## src/rtl/bus_sizer_pkg.sv

```systemverilog
// Shared types for the bus sizing sequencer.
package bus_sizer_pkg;
    typedef enum logic [1:0] {
        PH_IDLE   = 2'd0,
        PH_FIRST  = 2'd1,
        PH_SECOND = 2'd2
    } sz_phase_e;
endpackage

```

## src/rtl/sz_lanes.sv

```systemverilog
// Byte-lane rewriting for the active bus cycle.
// Forces the lower enables off in a second cycle, steers the upper write
// half onto the lower lines then, and reports whether both halves have
// enabled bytes. Assumes DW is a multiple of 16.
module sz_lanes
    import bus_sizer_pkg::*;
#(
    parameter int DW = 32
) (
    input  sz_phase_e         phase,
    input  logic [DW/8-1:0]   be,
    input  logic [DW-1:0]     wdata,
    output logic [DW/8-1:0]   bus_be,
    output logic [DW-1:0]     bus_wdata,
    output logic              both_halves
);
    localparam int BEW = DW / 8;
    localparam int HBE = BEW / 2;
    localparam int HW  = DW / 2;

    // Half-occupancy test used for the second-cycle decision.
    always_comb both_halves = (|be[HBE-1:0]) && (|be[BEW-1:HBE]);

    // Per-lane enable masking; lower lanes live only in the first cycle.
    for (genvar i = 0; i < BEW; i++) begin : g_lane
        if (i < HBE) begin : g_lo
            always_comb bus_be[i] = be[i] && (phase == PH_FIRST);
        end else begin : g_hi
            always_comb bus_be[i] = be[i] && (phase != PH_IDLE);
        end
    end

    // Write data steering: upper half copied down in the second cycle.
    always_comb begin
        bus_wdata = wdata;
        if (phase == PH_SECOND) bus_wdata[HW-1:0] = wdata[DW-1:HW];
    end
endmodule

```

## src/rtl/sz_merge.sv

```systemverilog
// Read data assembly. Holds the low half from a first cycle that is
// followed by a second one, and builds the returned word at completion.
// Assumes the strobes are mutually exclusive.
module sz_merge #(
    parameter int DW = 32
) (
    input  logic          clk,
    input  logic          rst_n,
    input  logic          cap_lo,
    input  logic          fin_full,
    input  logic          fin_merge,
    input  logic [DW-1:0] bus_rdata,
    output logic [DW-1:0] rsp_data
);
    localparam int HW = DW / 2;

    logic [HW-1:0] lo_q;

    // Capture the low half and form the response word.
    always_ff @(posedge clk) begin
        if (!rst_n) begin
            lo_q     <= '0;
            rsp_data <= '0;
        end else begin
            if (cap_lo)    lo_q     <= bus_rdata[HW-1:0];
            if (fin_full)  rsp_data <= bus_rdata;
            if (fin_merge) rsp_data <= {bus_rdata[HW-1:0], lo_q};
        end
    end
endmodule

```

## src/rtl/sz_ctrl.sv

```systemverilog
// Cycle sequencing: idle, first cycle, optional second cycle.
// Samples the narrow size only with ready in a first cycle, arbitrates
// next-address grants, and emits one done pulse per request.
// Assumes bus_ready is only raised while a cycle is active.
module sz_ctrl
    import bus_sizer_pkg::*;
(
    input  logic      clk,
    input  logic      rst_n,
    input  logic      req_valid,
    input  logic      both_halves,
    input  logic      bus_ready,
    input  logic      bus_narrow,
    input  logic      bus_next,
    output sz_phase_e phase,
    output logic      req_take,
    output logic      pipe_grant,
    output logic      cap_lo,
    output logic      fin_full,
    output logic      fin_merge,
    output logic      done
);
    logic committed;
    logic active;
    logic go_second;
    logic fin;

    // Decode of the current clock's events.
    always_comb begin
        active     = (phase != PH_IDLE);
        req_take   = (phase == PH_IDLE) && req_valid;
        pipe_grant = active && !committed && bus_next && !bus_narrow;
        go_second  = (phase == PH_FIRST) && bus_ready && bus_narrow
                     && both_halves && !committed;
        fin        = active && bus_ready && !go_second;
        cap_lo     = go_second;
        fin_full   = fin && (phase == PH_FIRST);
        fin_merge  = fin && (phase == PH_SECOND);
    end

    // Phase, commit flag and done pulse registers.
    always_ff @(posedge clk) begin
        if (!rst_n) begin
            phase     <= PH_IDLE;
            committed <= 1'b0;
            done      <= 1'b0;
        end else begin
            done <= fin;
            if (fin || go_second)  committed <= 1'b0;
            else if (pipe_grant)   committed <= 1'b1;
            if (req_take)          phase <= PH_FIRST;
            else if (go_second)    phase <= PH_SECOND;
            else if (fin)          phase <= PH_IDLE;
        end
    end

    // completion never lasts more than one clock
    a_r8_single_done: assert property (@(posedge clk) disable iff (!rst_n)
        done |=> !done);

    // wide acknowledge of a first cycle completes the request
    a_r3_wide_completes: assert property (@(posedge clk) disable iff (!rst_n)
        (phase == PH_FIRST && bus_ready && !bus_narrow) |=> (done && phase == PH_IDLE));

    // single-half request never repeats
    a_r5_single_half: assert property (@(posedge clk) disable iff (!rst_n)
        (phase == PH_FIRST && bus_ready && !both_halves) |=> (phase == PH_IDLE));

    // a granted cycle is not repeated
    a_r10_commit_no_repeat: assert property (@(posedge clk) disable iff (!rst_n)
        (phase == PH_FIRST && $past(pipe_grant) && bus_ready) |=> (phase == PH_IDLE));

    // a second cycle ends on its ready whatever the narrow input says
    a_r11_second_ends: assert property (@(posedge clk) disable iff (!rst_n)
        (phase == PH_SECOND && bus_ready) |=> (phase == PH_IDLE && done));
endmodule

```

## src/rtl/bus_sizer.sv

```systemverilog
// Top of the dynamic 16-bit bus sizing sequencer.
// Latches one request, runs one or two bus cycles for it, and returns a
// single completion with assembled read data.
// Assumes requests arrive only when req_ready is high.
module bus_sizer
    import bus_sizer_pkg::*;
#(
    parameter int AW = 32,
    parameter int DW = 32
) (
    input  logic            clk,
    input  logic            rst_n,
    input  logic            req_valid,
    input  logic [AW-1:0]   req_addr,
    input  logic [DW/8-1:0] req_be,
    input  logic            req_write,
    input  logic [DW-1:0]   req_wdata,
    output logic            req_ready,
    output logic            done,
    output logic [DW-1:0]   rsp_data,
    output logic            bus_cyc,
    output logic [AW-1:0]   bus_addr,
    output logic [DW/8-1:0] bus_be,
    output logic            bus_write,
    output logic [DW-1:0]   bus_wdata,
    input  logic [DW-1:0]   bus_rdata,
    input  logic            bus_ready,
    input  logic            bus_narrow,
    input  logic            bus_next,
    output logic            pipe_grant
);
    localparam int BEW = DW / 8;
    localparam int HBE = BEW / 2;

    sz_phase_e      phase;
    logic           req_take;
    logic           both_halves;
    logic           cap_lo;
    logic           fin_full;
    logic           fin_merge;
    logic [AW-1:0]  addr_q;
    logic [BEW-1:0] be_q;
    logic           wr_q;
    logic [DW-1:0]  wd_q;

    // Request holding registers, loaded when a request is taken.
    always_ff @(posedge clk) begin
        if (!rst_n) begin
            addr_q <= '0;
            be_q   <= '0;
            wr_q   <= 1'b0;
            wd_q   <= '0;
        end else if (req_take) begin
            addr_q <= req_addr;
            be_q   <= req_be;
            wr_q   <= req_write;
            wd_q   <= req_wdata;
        end
    end

    // Bus-side and requester-side status outputs.
    always_comb begin
        req_ready = (phase == PH_IDLE);
        bus_cyc   = (phase != PH_IDLE);
        bus_addr  = addr_q;
        bus_write = wr_q;
    end

    sz_ctrl u_ctrl (
        .clk        (clk),
        .rst_n      (rst_n),
        .req_valid  (req_valid),
        .both_halves(both_halves),
        .bus_ready  (bus_ready),
        .bus_narrow (bus_narrow),
        .bus_next   (bus_next),
        .phase      (phase),
        .req_take   (req_take),
        .pipe_grant (pipe_grant),
        .cap_lo     (cap_lo),
        .fin_full   (fin_full),
        .fin_merge  (fin_merge),
        .done       (done)
    );

    sz_lanes #(.DW(DW)) u_lanes (
        .phase      (phase),
        .be         (be_q),
        .wdata      (wd_q),
        .bus_be     (bus_be),
        .bus_wdata  (bus_wdata),
        .both_halves(both_halves)
    );

    sz_merge #(.DW(DW)) u_merge (
        .clk      (clk),
        .rst_n    (rst_n),
        .cap_lo   (cap_lo),
        .fin_full (fin_full),
        .fin_merge(fin_merge),
        .bus_rdata(bus_rdata),
        .rsp_data (rsp_data)
    );

    // address and direction hold across the whole transaction
    a_r4_addr_stable: assert property (@(posedge clk) disable iff (!rst_n)
        (bus_cyc && $past(bus_cyc)) |-> ($stable(bus_addr) && $stable(bus_write)));

    // lower enables are off in any second cycle
    a_r4_lower_off: assert property (@(posedge clk) disable iff (!rst_n)
        (phase == PH_SECOND) |-> (bus_be[HBE-1:0] == '0));

    // a taken request starts a cycle on the next clock
    a_r2_start: assert property (@(posedge clk) disable iff (!rst_n)
        (req_ready && req_valid) |=> bus_cyc);
endmodule

```

## config.mk

```make
export PLATFORM = sky130hd
export DESIGN_NAME = bus_sizer
export DESIGN_NICKNAME = d
export VERILOG_FILES = /design/src/rtl/bus_sizer_pkg.sv /design/src/rtl/sz_lanes.sv /design/src/rtl/sz_merge.sv /design/src/rtl/sz_ctrl.sv /design/src/rtl/bus_sizer.sv
export SDC_FILE = /design/constraint.sdc
export NUM_CORES = 1
export LEC_CHECK = 0
export ABC_CLOCK_PERIOD_IN_PS = 1400
export BUFFER_PORTS_ARGS = -buffer_cell sky130_fd_sc_hd__buf_2
export CAP_MARGIN = 20
export CORE_MARGIN = 2
export CORE_UTILIZATION = 43
export DETAILED_ROUTE_END_ITERATION = 12
export PLACE_DENSITY = 0.87
export REMOVE_ABC_BUFFERS = 1
export SYNTH_ARGS = -nofsm -noshare
export SYNTH_HDL_FRONTEND = slang
export SYNTH_SLANG_ARGS = --single-unit
```

## constraint.sdc

```tcl
create_clock -name clk -period 1.4 [get_ports clk]
set_input_delay 0.28 -clock clk [delete_from_list [all_inputs] [get_ports clk]]
set_output_delay 0.28 -clock clk [all_outputs]
set_load 0.005 [all_outputs]
```

==> results.sh <==
export IMPL_status="finished with violations"
export IMPL_violations="negative setup slack"
export IMPL_power_density_nw_per_um2=1290
export IMPL_required_ns=1.12
export IMPL_globalRouteTotalUtil=0.2325
export IMPL_synth_top_flop_cell="dfxtp_1"
export IMPL_cp_start_kind="register"
export IMPL_stdcell_count=881
export IMPL_clockBufferDepth=2
export IMPL_ys_warn_count=0
export IMPL_fin_crit_sh=1.188
export IMPL_cts_hold_buffers=0
export IMPL_setup_slack_ns=-0.2637
export IMPL_setup_worst_path_start="u_ctrl.phase[1]"
export IMPL_clock_skew_ns=0.01106
export IMPL_arrival_ns=1.38
export IMPL_core_area_um2=11370
export IMPL_root_buffer="clkbuf_16"
export IMPL_grt_pass1_wl_um=23200
export IMPL_antenna_found_initial=1
export IMPL_synth_avg_cell_area_um2=9.759
export IMPL_critPathCaptureType="primary output"
export IMPL_syn_area_um2=4967
export IMPL_h_tree_depth=4
export IMPL_cts_tree="built"
export IMPL_wl_um=15380
export IMPL_max_freq_mhz=601.1
export IMPL_drive_above_1_share=0.4613
export IMPL_final_common_cell="buf_2"
export IMPL_pre_cts_ws_ns=-0.08414
export IMPL_synth_top_area_share=0.4877
export IMPL_first_iter_violations=415
export IMPL_via_per_inst=5.531
export IMPL_synth_distinct_cells=32
export IMPL_rsz0062_at_grt="true"
export IMPL_reg2reg_from="u_ctrl.committed"
export IMPL_clk_pin_slew_ns=0.06
export IMPL_finalHoldViolCount=0
export IMPL_numCtsBuffers=17
export IMPL_r2r_slack_ns=-0.16
export IMPL_crit_type="register to primary output"
export IMPL_r2r_cells=6
export IMPL_crit_chain="nor2b_4 -> buf_12 -> nand2_1 -> nand2_1 -> buf_2"
export IMPL_synthArstFlopShare=0
export IMPL_min_path_type="input port to register"
export IMPL_dp_hpwl_um=8952
export IMPL_maxCapViolCount=0
export IMPL_clock_sinks=121
export IMPL_dp_cells=825
export IMPL_post_dp_cell_area_um2=6132
export IMPL_ios=212
export IMPL_cpPeakStageDelay_ns=0.37
export IMPL_slew_viol_final=0
export IMPL_slew_headroom=0.6561
export IMPL_netlist_instances=509
export IMPL_synth_area_leader_cell="dfxtp_1"
export IMPL_grt_max_degree=65
export IMPL_synth_seq_cells=121
export IMPL_die_y_um=111.5
export IMPL_yosysSeqAreaShare=0.4877
export IMPL_vias=4873
export IMPL_setup_viol=139
export IMPL_synth_edf_count=0
export IMPL_grt_pass1_vias=4602
export IMPL_die_w_um=111.5
export IMPL_dieArea_um2=12430
export IMPL_crit_slowest_cell="dfxtp_4"
export IMPL_final_cell_mix="buf_2, dfxtp_1, a22o_1"
export IMPL_drc=0
export IMPL_crit_end="bus_wdata[6]"
export IMPL_crit_fanout=11
export IMPL_nets=831
export IMPL_final_cell_area_um2=7269
export IMPL_peakVddDrop_mv=0.6447
export IMPL_portBuffers=211
export IMPL_place_congestion=0.8057
export IMPL_leakage_nw=3.383
export IMPL_cp_common_cell="nand2_1"
export IMPL_fin_crit_ns=1.664
export IMPL_insertion_delay_ns=0.40
export IMPL_max_slew_worst_pin_slew_ns=0.5157
export IMPL_hold_worst_slack_ns=0.08039
export IMPL_rows=39
export IMPL_r2r_end="u_merge.rsp_data[21]"
export IMPL_grt_overflow=0
export IMPL_start_util=0.4369
export IMPL_final_core_util=0.6394
export IMPL_wire_per_inst_um=17.46
export IMPL_ant_nets=0
export IMPL_detail_route_first_pass_iterations=5
export IMPL_synthTopCellsByArea="dfxtp_1, a22o_1, a221o_1"
export IMPL_area_delta_synth_final_pct=46.35
==> critical path, delay by kind of cell (launching register included) <==
family	cells	cell delay [ns]
buffers and inverters	2	0.26
DFF	1	0.37
and+or+nand+nor	3	0.34
==> cells by family (layout without fill, tap and decap cells) <==
| family | Yosys count | count (layout) | share of synthesized area |
|---|---|---|---|
| AOI/OAI and AO/OA | 156 | 156 | 0.2617 |
| buffers and inverters | 66 | 291 | 0.08413 |
| DFF | 121 | 121 | 0.4877 |
| other | 0 | 1 | 0 |
| and+or+nand+nor | 166 | 169 | 0.1665 |
==> per-stage QoR <==
step	power, mW	TNS, ns
2_1_floorplan	4.192	-115.33
3_3_place_gp	4.753	-3.077
3_5_place_dp	4.774	-5.762
4_1_cts	9.431	-12.26
5_1_grt	9.721	-21.25
6_report	9.378	-13.16
==> metal layers <==
layer	track usage	up-vias	routed length (um)
met5	0	-	0
met4	0.1086	0	386
met3	0.06206	33	1338
met2	0.3793	262	7604
met1	0.2877	2296	6050
li1	-	2282	-
==> area by class of cell <==
type | instances | area (um2)
Clock inverter | 15 | 191.4
Sequential cell | 121 | 2436
Antenna cell | 1 | 2.502
Fill cell | 892 | 4100
Inverter | 2 | 7.507
Multi-Input combinational cell | 325 | 2360
Clock buffer | 17 | 425.4
Timing Repair Buffer | 257 | 1668
Tap cell | 143 | 178.9
==> how the worst min path moves through the flow <==
stage,startpoint,end,slack [ns],cells past startpoint
3_3_place_gp,u_merge.lo_q[1],u_merge.lo_q[1],0.45,2
3_5_place_dp,bus_addr[12],bus_addr[12],0.46,1
5_1_grt,req_addr[4],bus_addr[4],0.06,2
4_1_cts,req_addr[22],bus_addr[22],0.07,2
2_1_floorplan,req_be[0],be_q[0],0.41,1
6_report,req_addr[3],bus_addr[3],0.08,2
==> synth_stat cells, types with 2 or more instances <==
| cell | number |
|---|---|
| nand2_1 | 67 |
| a21boi_0 | 33 |
| and3_1 | 2 |
| dfxtp_1 | 121 |
| inv_1 | 2 |
| a22o_1 | 69 |
| and2_1 | 3 |
| nor2b_1 | 4 |
| buf_2 | 19 |
| a221o_1 | 31 |
| nand2b_1 | 33 |
| o21ai_0 | 17 |
| clkbuf_1 | 15 |
| buf_4 | 19 |
| buf_6 | 10 |
| nand3_1 | 48 |
==> report_power, final <==
group	internal, mW	switching (mW)
clock	2.84	1.69
sequential	3.64	0.144
combinational	0.563	0.488
==> flip-flops by register name, indices dropped and copies added (netlist names) <==
signal,cells
u_merge.lo_q,16
u_ctrl.done,1
be_q,4
bus_addr,32
u_ctrl.committed,1
u_ctrl.phase,2
u_merge.rsp_data,32
bus_write,1
wd_q,32
==> what timing repair did <==
| action | 4_1_cts | 5_1_grt |
|---|---|---|
| buffers inserted | 15 | 6 |
| pin swaps | 14 | 51 |
| cloned | 7 | 3 |
| gates resized for setup | 31 | 59 |
| endpoints found under the setup margin | 138 | 141 |
(Power assumes the default switching activity.)
